### src/rtl/qxr_pkg.sv
package qxr_pkg;

    typedef enum logic [2:0] {
        PH_IDLE,
        PH_CMD,
        PH_ADDR,
        PH_DUMMY,
        PH_DATA,
        PH_GAP
    } qxr_phase_e;

    // first byte received (lowest address) moves to the least significant lane
    function automatic logic [31:0] qxr_swap_bytes(input logic [31:0] w);
        return {w[7:0], w[15:8], w[23:16], w[31:24]};
    endfunction

endpackage

### src/rtl/qxr_halfclk.sv
module qxr_halfclk #(
    parameter int DIV_W = 4
) (
    input  logic             clk,
    input  logic             rst_n,
    input  logic             run,
    input  logic [DIV_W-1:0] div,
    output logic             tick
);
    logic [DIV_W-1:0] cnt_d, cnt_q;
    logic [DIV_W-1:0] lim;

    always_comb begin
        lim   = (div == '0) ? DIV_W'(1) : div;
        tick  = run && (cnt_q == lim - 1'b1);
        cnt_d = cnt_q;
        if (!run || tick) begin
            cnt_d = '0;
        end else begin
            cnt_d = cnt_q + 1'b1;
        end
    end

    always_ff @(posedge clk or negedge rst_n) begin
        if (!rst_n) begin
            cnt_q <= '0;
        end else begin
            cnt_q <= cnt_d;
        end
    end
endmodule

### src/rtl/qxr_capture.sv
module qxr_capture #(
    parameter int DLY_W = 3
) (
    input  logic             clk,
    input  logic             rst_n,
    input  logic             strobe,
    input  logic [DLY_W-1:0] dly,
    input  logic [3:0]       nib_in,
    output logic [31:0]      word
);
    localparam int TAPS = 1 << DLY_W;

    logic [TAPS-2:0] tap_d, tap_q;
    logic [31:0]     acc_d, acc_q;
    logic            take;

    always_comb begin
        tap_d = {tap_q[TAPS-3:0], strobe};
        take  = (dly == '0) ? strobe : tap_q[dly - 1'b1];
        acc_d = take ? {acc_q[27:0], nib_in} : acc_q;
    end

    always_ff @(posedge clk or negedge rst_n) begin
        if (!rst_n) begin
            tap_q <= '0;
            acc_q <= '0;
        end else begin
            tap_q <= tap_d;
            acc_q <= acc_d;
        end
    end

    assign word = acc_q;
endmodule

### src/rtl/qspi_xip_reader.sv
module qspi_xip_reader #(
    parameter int          DIV_W    = 4,
    parameter int          DUMMY_W  = 4,
    parameter int          DLY_W    = 3,
    parameter int          ADDR_W   = 24,
    parameter logic [7:0]  RD_CMD   = 8'hEB,
    parameter logic [7:0]  MODE_BYTE = 8'hA0
) (
    input  logic               clk,
    input  logic               rst_n,
    input  logic               en,
    input  logic [DIV_W-1:0]   cfg_div,
    input  logic [DUMMY_W-1:0] cfg_dummy,
    input  logic [DLY_W-1:0]   cfg_dly,
    input  logic               req_valid,
    output logic               req_ready,
    input  logic [ADDR_W-1:0]  req_addr,
    output logic               rsp_valid,
    output logic [31:0]        rsp_data,
    output logic               sclk,
    output logic               cs_n,
    output logic [3:0]         io_out,
    output logic [3:0]         io_oe,
    input  logic [3:0]         io_in
);
    import qxr_pkg::*;

    localparam int ADDR_NIB = ADDR_W / 4;
    localparam int MODE_NIB = 2;
    localparam int DATA_NIB = 8;
    localparam int CMD_BITS = 8;
    localparam int SH_W     = ADDR_W + 8;
    localparam int CNT_W    = (DUMMY_W > 4) ? DUMMY_W : 4;

    typedef struct packed {
        qxr_phase_e        ph;
        logic [CNT_W-1:0]  cnt;
        logic              sclk;
        logic              cs_n;
        logic              cont;
        logic [SH_W-1:0]   sh;
        logic [ADDR_W-1:0] addr;
        logic              rsp_v;
        logic [31:0]       rsp_d;
    } st_t;

    st_t              st_d, st_q;
    logic             tick;
    logic             strobe;
    logic [31:0]      word;
    logic [CNT_W-1:0] last_slot;
    logic             slot_end;

    qxr_halfclk #(.DIV_W(DIV_W)) u_halfclk (
        .clk  (clk),
        .rst_n(rst_n),
        .run  (st_q.ph != PH_IDLE),
        .div  (cfg_div),
        .tick (tick)
    );

    qxr_capture #(.DLY_W(DLY_W)) u_capture (
        .clk   (clk),
        .rst_n (rst_n),
        .strobe(strobe),
        .dly   (cfg_dly),
        .nib_in(io_in),
        .word  (word)
    );

    // rising half of a data slot is the nominal sample point
    assign strobe = (st_q.ph == PH_DATA) && tick && !st_q.sclk;

    always_comb begin
        case (st_q.ph)
            PH_CMD:   last_slot = CNT_W'(CMD_BITS - 1);
            PH_ADDR:  last_slot = CNT_W'(ADDR_NIB + MODE_NIB - 1);
            PH_DUMMY: last_slot = CNT_W'(cfg_dummy) - 1'b1;
            PH_DATA:  last_slot = CNT_W'(DATA_NIB - 1);
            default:  last_slot = CNT_W'(1);
        endcase
        slot_end = (st_q.cnt == last_slot);
    end

    always_comb begin
        st_d       = st_q;
        st_d.rsp_v = 1'b0;
        case (st_q.ph)
            PH_IDLE: begin
                if (req_valid && en) begin
                    st_d.cs_n = 1'b0;
                    st_d.sclk = 1'b0;
                    st_d.cnt  = '0;
                    st_d.addr = req_addr;
                    if (st_q.cont) begin
                        st_d.ph = PH_ADDR;
                        st_d.sh = {req_addr, MODE_BYTE};
                    end else begin
                        st_d.ph = PH_CMD;
                        st_d.sh = {RD_CMD, {(SH_W-8){1'b0}}};
                    end
                end
            end
            PH_CMD, PH_ADDR, PH_DUMMY, PH_DATA: begin
                if (tick) begin
                    if (!st_q.sclk) begin
                        st_d.sclk = 1'b1;
                    end else begin
                        st_d.sclk = 1'b0;
                        st_d.cnt  = st_q.cnt + 1'b1;
                        if (st_q.ph == PH_CMD) begin
                            st_d.sh = {st_q.sh[SH_W-2:0], 1'b0};
                        end else if (st_q.ph == PH_ADDR) begin
                            st_d.sh = {st_q.sh[SH_W-5:0], 4'b0};
                        end
                        if (slot_end) begin
                            st_d.cnt = '0;
                            case (st_q.ph)
                                PH_CMD: begin
                                    st_d.ph = PH_ADDR;
                                    st_d.sh = {st_q.addr, MODE_BYTE};
                                end
                                PH_ADDR: begin
                                    st_d.ph = (cfg_dummy == '0) ? PH_DATA : PH_DUMMY;
                                end
                                PH_DUMMY: begin
                                    st_d.ph = PH_DATA;
                                end
                                default: begin
                                    st_d.ph   = PH_GAP;
                                    st_d.cs_n = 1'b1;
                                end
                            endcase
                        end
                    end
                end
            end
            PH_GAP: begin
                if (tick) begin
                    st_d.cnt = st_q.cnt + 1'b1;
                    if (slot_end) begin
                        st_d.cnt   = '0;
                        st_d.ph    = PH_IDLE;
                        st_d.rsp_v = 1'b1;
                        st_d.rsp_d = qxr_swap_bytes(word);
                        st_d.cont  = en;
                    end
                end
            end
            default: begin
                st_d.ph   = PH_IDLE;
                st_d.cs_n = 1'b1;
                st_d.sclk = 1'b0;
            end
        endcase
        if (!en) begin
            st_d.cont = 1'b0;
        end
    end

    always_ff @(posedge clk or negedge rst_n) begin
        if (!rst_n) begin
            st_q.ph    <= PH_IDLE;
            st_q.cnt   <= '0;
            st_q.sclk  <= 1'b0;
            st_q.cs_n  <= 1'b1;
            st_q.cont  <= 1'b0;
            st_q.sh    <= '0;
            st_q.addr  <= '0;
            st_q.rsp_v <= 1'b0;
            st_q.rsp_d <= '0;
        end else begin
            st_q <= st_d;
        end
    end

    always_comb begin
        io_out = 4'b0000;
        io_oe  = 4'b0000;
        if (st_q.ph == PH_CMD) begin
            io_out = {3'b000, st_q.sh[SH_W-1]};
            io_oe  = 4'b0001;
        end else if (st_q.ph == PH_ADDR) begin
            io_out = st_q.sh[SH_W-1 -: 4];
            io_oe  = 4'b1111;
        end
    end

    assign req_ready = (st_q.ph == PH_IDLE) && en;
    assign rsp_valid = st_q.rsp_v;
    assign rsp_data  = st_q.rsp_d;
    assign sclk      = st_q.sclk;
    assign cs_n      = st_q.cs_n;
endmodule

### config.mk
export PLATFORM = sky130hd
export DESIGN_NAME = qspi_xip_reader
export DESIGN_NICKNAME = d
export VERILOG_FILES = /design/src/rtl/qxr_pkg.sv /design/src/rtl/qxr_halfclk.sv /design/src/rtl/qxr_capture.sv /design/src/rtl/qspi_xip_reader.sv
export SDC_FILE = /design/constraint.sdc
export NUM_CORES = 1
export LEC_CHECK = 0
export ABC_AREA = 1
export BUFFER_PORTS_ARGS = -buffer_cell sky130_fd_sc_hd__buf_4
export CORE_UTILIZATION = 59
export DETAILED_ROUTE_END_ITERATION = 7
export PLACE_DENSITY = 0.78
export SYNTH_ARGS = -nofsm -noshare
export SYNTH_HDL_FRONTEND = slang
export SYNTH_SLANG_ARGS = --single-unit
### constraint.sdc
create_clock -name clk -period 2.7 [get_ports clk]
set_clock_uncertainty 0.1 [all_clocks]
set_input_delay 0.27 -clock clk [delete_from_list [all_inputs] [get_ports clk]]
set_output_delay 0.27 -clock clk [all_outputs]
set_load 0.1 [all_outputs]
Yosys cells after proc, flatten, opt, wreduce, memory -nomap -nowiden
Cells that the tools add are included.

Register bits: 142. Bits of input ports: 43. Output and inout port bits: 44. Word-level logic and storage cells: 104.

Add/sub/neg operators: 5. Magnitude comparators: 1. Equality and inequality tests: 17. Muxes and demuxes: 42. Bitwise operators: 1. Reduce and logical (&&, ||, !) cells: 26.

Operators by type and width (count): 2-to-1 mux 32 bit (7); 2-to-1 mux 33 bit (3); case mux 32 bit (2 select lines) (1); 2-to-1 mux 56 bit (1); 2-to-1 mux 7 bit (4); 2-to-1 mux 4 bit (6); 2-to-1 mux 9 bit (2); case mux 3 bit (3 select lines) (2); inequality test 2 bit, second input constant (7); case mux 4 bit (3 select lines) (1); AND reduction 6 bit (2); 2-to-1 mux 1 bit (10); AND reduction 3 bit (3); adder 4 x 1 -> 4 bit, second input constant (2); equality test 4 bit (2); zero test 4 bit (2); case mux 4 bit (2 select lines) (1); subtractor 4 x 1 -> 4 bit, second input constant (2); equality test 3 x 2 -> 1 bit, second input constant (2); equality test 3 bit, second input constant (2); zero test 3 bit (2); inequality test 2 x 1 -> 1 bit, second input constant (3); case mux 2 bit (3 select lines) (1); nonzero test 3 bit (2); other kinds (16) (22).

Logic depth before layout (Yosys ltp)
Depth in word-level cells: 8. Gate-level depth with buffers: 18. Depth with buffers taken out: 17.

Hierarchy
A second synthesis with hierarchy kept.

Cell total of the unflattened synthesis: 988. Area total of the unflattened synthesis: 7582.3 um2.

By module, submodules not included: qspi_xip_reader (instances 1, cells an instance 766, area an instance 5666.7 um2, seq. area each 2478.6 um2); qxr_capture (instances 1, cells an instance 175, area an instance 1604.0 um2, seq. area each 975.9 um2); qxr_halfclk (instances 1, cells an instance 47, area an instance 311.5 um2, seq. area each 100.1 um2).

Least setup slack after synthesis
No wires, ideal clock.

Path kind: reg-to-output. Start point: register st_q[98] (netlist name). End point: output port io_out[0]. Arrival time: 2416 ps. Data required time: 2330 ps. Slack: -86 ps. Cell stages (with the launch flop): 6. Buffers on the path: 2. Path through: dfrtp_1 buf_2 inv_2 nand3_2 clkbuf_1 o22ai_1.

Word-level cells in the longest chain between the ends: 3. Elaborated cells between the ends (all ways): 4. Classes of those cells: eq/ne: 2; mux: 2.

RTL lines: start, declared (RTL line qspi_xip_reader.sv:47) `st_t st_d, st_q;`; start signal, assigned (RTL line qspi_xip_reader.sv:173) `st_q <= st_d;`; equality test 3 x 2 -> 1 bit (RTL line qspi_xip_reader.sv:183) `end else if (st_q.ph == PH_ADDR) begin`; 2-to-1 mux 4 bit (RTL line qspi_xip_reader.sv:183); 2-to-1 mux 4 bit (*) (RTL line qspi_xip_reader.sv:180) `if (st_q.ph == PH_CMD) begin`; end, declared (RTL line qspi_xip_reader.sv:22) `output logic [3:0] io_out,`.

Every way passes the cells marked *; elsewhere a longest branch is shown, timed or not.

Worst setup path after layout
Start point: register st_q[96] (netlist name). End point: output port io_oe[1].

Word-level cells in the longest chain between the ends: 3. Elaborated cells between the ends (all ways): 4. Classes of those cells: eq/ne: 2; mux: 2.

RTL lines: equality test 3 x 2 -> 1 bit (RTL line qspi_xip_reader.sv:183); 2-to-1 mux 4 bit (RTL line qspi_xip_reader.sv:183); 2-to-1 mux 4 bit (*) (RTL line qspi_xip_reader.sv:180); end, declared (RTL line qspi_xip_reader.sv:23) `output logic [3:0] io_oe,`.

Marks and branches as above.

==> impl_metrics.ini <==
[clocking]
cts.clk_slew.worst_paths_ns = 0.06
cts-root-buf = clkbuf_16
clock-sinks = 142
cts_tree = yes
clkLatencyLatePin_ns = 0.43
cts_buffer_depth = 2
numCtsBuffers = 17
post-cts-setup-buffers = 0
cts_max_level = 4

[grt]
antenna_found_initial = 0
grt_use_total_pct = 28.11
grtUsageMet3_pct = 5.588
grt_pass1_vias = 6140
grt_pass1_wl_um = 28770
grt_max_degree = 85
grt.busiest_layer = met2
overflow = 0
met2_usage_pct = 43.11
grt_use_met1_pct = 38.27

[sta]
finalMaxSlewViolations = 0
tightest_slew_ns = 0.7457
rsz0062_at_grt = false
holdWs_ns = 0.04843
fin_crit_sh_pct = 91.14
finalCriticalPeriod_ns = 2.461
fmax_mhz = 406.4
setup_viol = 0
slew_headroom_pct = 50.29
totalNegativeSetupSlack_ns = 0
hold_violations = 0

[floorplanning]
die_area_um2 = 13310
rows = 41
fp.dieH_um = 115.4
io_pins = 87
coreArea_um2 = 12570
initial_utilization_pct = 60.35
die_w_um = 115.4

[setup_path]
path_class = flop to primary output
start_kind = flop
cpPeakStageDelay_ns = 0.40
cp-end-kind = primary output
r2r_start = st_q[97]
cp.required_ns = 2.33
path_cells = inv_1 -> nand3_2 -> buf_4 -> clkinv_1 -> buf_4 -> buf_4
crit_arrival_ns = 2.09
critPathLaunch = st_q[96]
slowest_stage = dfrtp_1
crit_fanout = 40
path_common_cell = buf_4

[synthesis]
yosys-top-cells-area = dfrtp_1 47%, nand2_1 17%, o21ai_0 7.9%
synth_compound_gate_area_share_pct = 15.74
netlist_instances = 998
syn_area_um2 = 7585
yosys.area.top_type = dfrtp_1
avgSynthCellArea_um2 = 7.600
yosysWarnings = 0
yosysUniqueCellTypes = 35
synth_adder_area_share_pct = 1.155
syn_nets = 1048
synth_top_family_by_area = simple AND/OR/NAND/NOR gates
yosysMostFrequentCell = nand2_1
synth_xor_area_share_pct = 0.6928
muxShareOfSynthArea_pct = 0
synth_ff_type = dfrtp_1
yosysSeqAreaShare_pct = 46.87
synthArstFlopShare_pct = 100.0
synthSimpleGateAreaFrac_pct = 24.48
synth_top_area_share_pct = 46.52
synth_edf_count = 0
ys_top_cells_by_count = 350 x nand2_1, 141 x dfrtp_1, 120 x o21ai_0
ys_seq_elements = 142

[cells_and_area]
fillers = 983
drive_gt1_share_pct = 14.76
fin_nets = 1122
regArea_um2 = 3555
multi_input_area_um2 = 3207
diodes = 0
utilization_pct = 72.02
area_growth_pct = 19.33
fin_area_um2 = 9051

[pwr]
internal_power_w = 0.005630
clockPowerShare_pct = 20.9
p_per_area_nw_per_um2 = 1169
power.switching_w = 0.004950
pwr-share-seq_pct = 30.3
vdd_drop_max_v = 0.0007232
comb_power_share_pct = 48.9
p_leak_nw = 4.536
sw_frac_of_total_pct = 46.79

[worst_hold_path]
hold_class = input port to flop
worstHoldStart = en

[place]
port-buffer-count = 86
place.gp.congestion = 0.8352
hpwlAfterDp_um = 10670
placed_area_um2 = 8197

[route]
drc = 0
avgViaCountPerCell = 5.276
vias = 6627
drt_wl_total_um = 17560
drtIter0Drc = 506
dr.pass1.iters = 5
wl_per_cell_um = 13.98
drtAntennaViolNets = 0

[outcome]
status = finished, final reports clean

[job]
drv_cap = 0
==> cell families (layout without fill, tap and decap cells) <==
family | after synthesis | count (layout)
AO/OA/AOI/OAI | 219 | 219
adder cells (fa/ha/maj) | 7 | 7
XOR/XNOR | 6 | 6
buffers and inverters | 176 | 262
flip-flops | 142 | 142
AND/OR/NAND/NOR | 448 | 448
==> layout make-up <==
| class | instances | area share [%] |
|---|---|---|
| repair buffers | 139 | 12.93 |
| well taps | 172 | 2.378 |
| clock inverters | 12 | 1.286 |
| multi-input cells | 680 | 35.43 |
| inverters | 92 | 3.815 |
| clock buffers | 19 | 4.894 |
| flip-flops and latches | 142 | 39.27 |
==> sequential cells by signal, summed over array words and instances (netlist names) <==
signal / flops
u_halfclk.cnt_q: 4
cs_n: 1
u_capture.word: 32
st_q: 64
rsp_valid: 1
u_capture.tap_q: 7
rsp_data: 32
sclk: 1
==> stage by stage <==
step / std cells / setup slack (ns) / total power, W
6_report: 1256 / 0.2392 / 0.01058
4_1_cts: 1256 / 0.2336 / 0.01056
3_5_place_dp: 1196 / 0.07825 / 0.008241
3_3_place_gp: 1196 / 0.2212 / 0.008133
2_1_floorplan: 998 / 0.08248 / 0.006852
5_1_grt: 1256 / 0.06799 / 0.01134
==> per-layer routing <==
metal,part of all wire [%],vias up
li1,-,3310
met1,46,3088
met2,46,188
met3,4.8,41
met4,3.1,0
met5,0,-
==> placed cells by master, fill, tap and decap left out, types with 14 or more instances in the layout <==
| cell type | instances |
|---|---|
| nand2_1 | 349 |
| o21ai_0 | 120 |
| dfrtp_1 | 141 |
| a21boi_0 | 24 |
| nand3_1 | 18 |
| dlygate4sd3_1 | 29 |
| o21ai_1 | 14 |
| nand3b_1 | 25 |
| buf_4 | 105 |
| nor2_1 | 37 |
| a21oi_1 | 44 |
| clkbuf_16 | 17 |
| inv_1 | 86 |
==> power groups by stage <==
stage | clock network (W) | logic [W] | registers (W)
final | 0.00221 | 0.00517 | 0.00320
after CTS | 0.00224 | 0.00513 | 0.00319
after global routing | 0.00233 | 0.00573 | 0.00328
after global placement | 0 | 0.00492 | 0.00321
after detailed placement | 0 | 0.00502 | 0.00322
after floorplan | 0 | 0.00363 | 0.00323
==> what timing repair did <==
item                                    in CTS  in global routing
endpoints found under the setup margin       0                  1
resized for setup                            0                  1
hold endpoints to repair                   106                  0
hold buffers                                29                  0
==> final timing paths <==
path	endpoint	slack, ns	cells past startpoint
max	io_oe[1]	0.24	6
min	st_q[89]	0.05	3
max reg2reg	st_q[82]	0.26	11
min reg2reg	u_capture.tap_q[4]	0.28	0
max in group asynchronous	st_q[58]	1.38	3
min in group asynchronous	st_q[92]	0.36	2
==> critical path, delay by kind of cell, from the launching register on <==
kind | cells | cell delay [ns]
buffers and inverters | 5 | 1.08
flip-flops | 1 | 0.40
AND/OR/NAND/NOR | 1 | 0.17
Note: power is estimated with default switching activity, not from simulation.
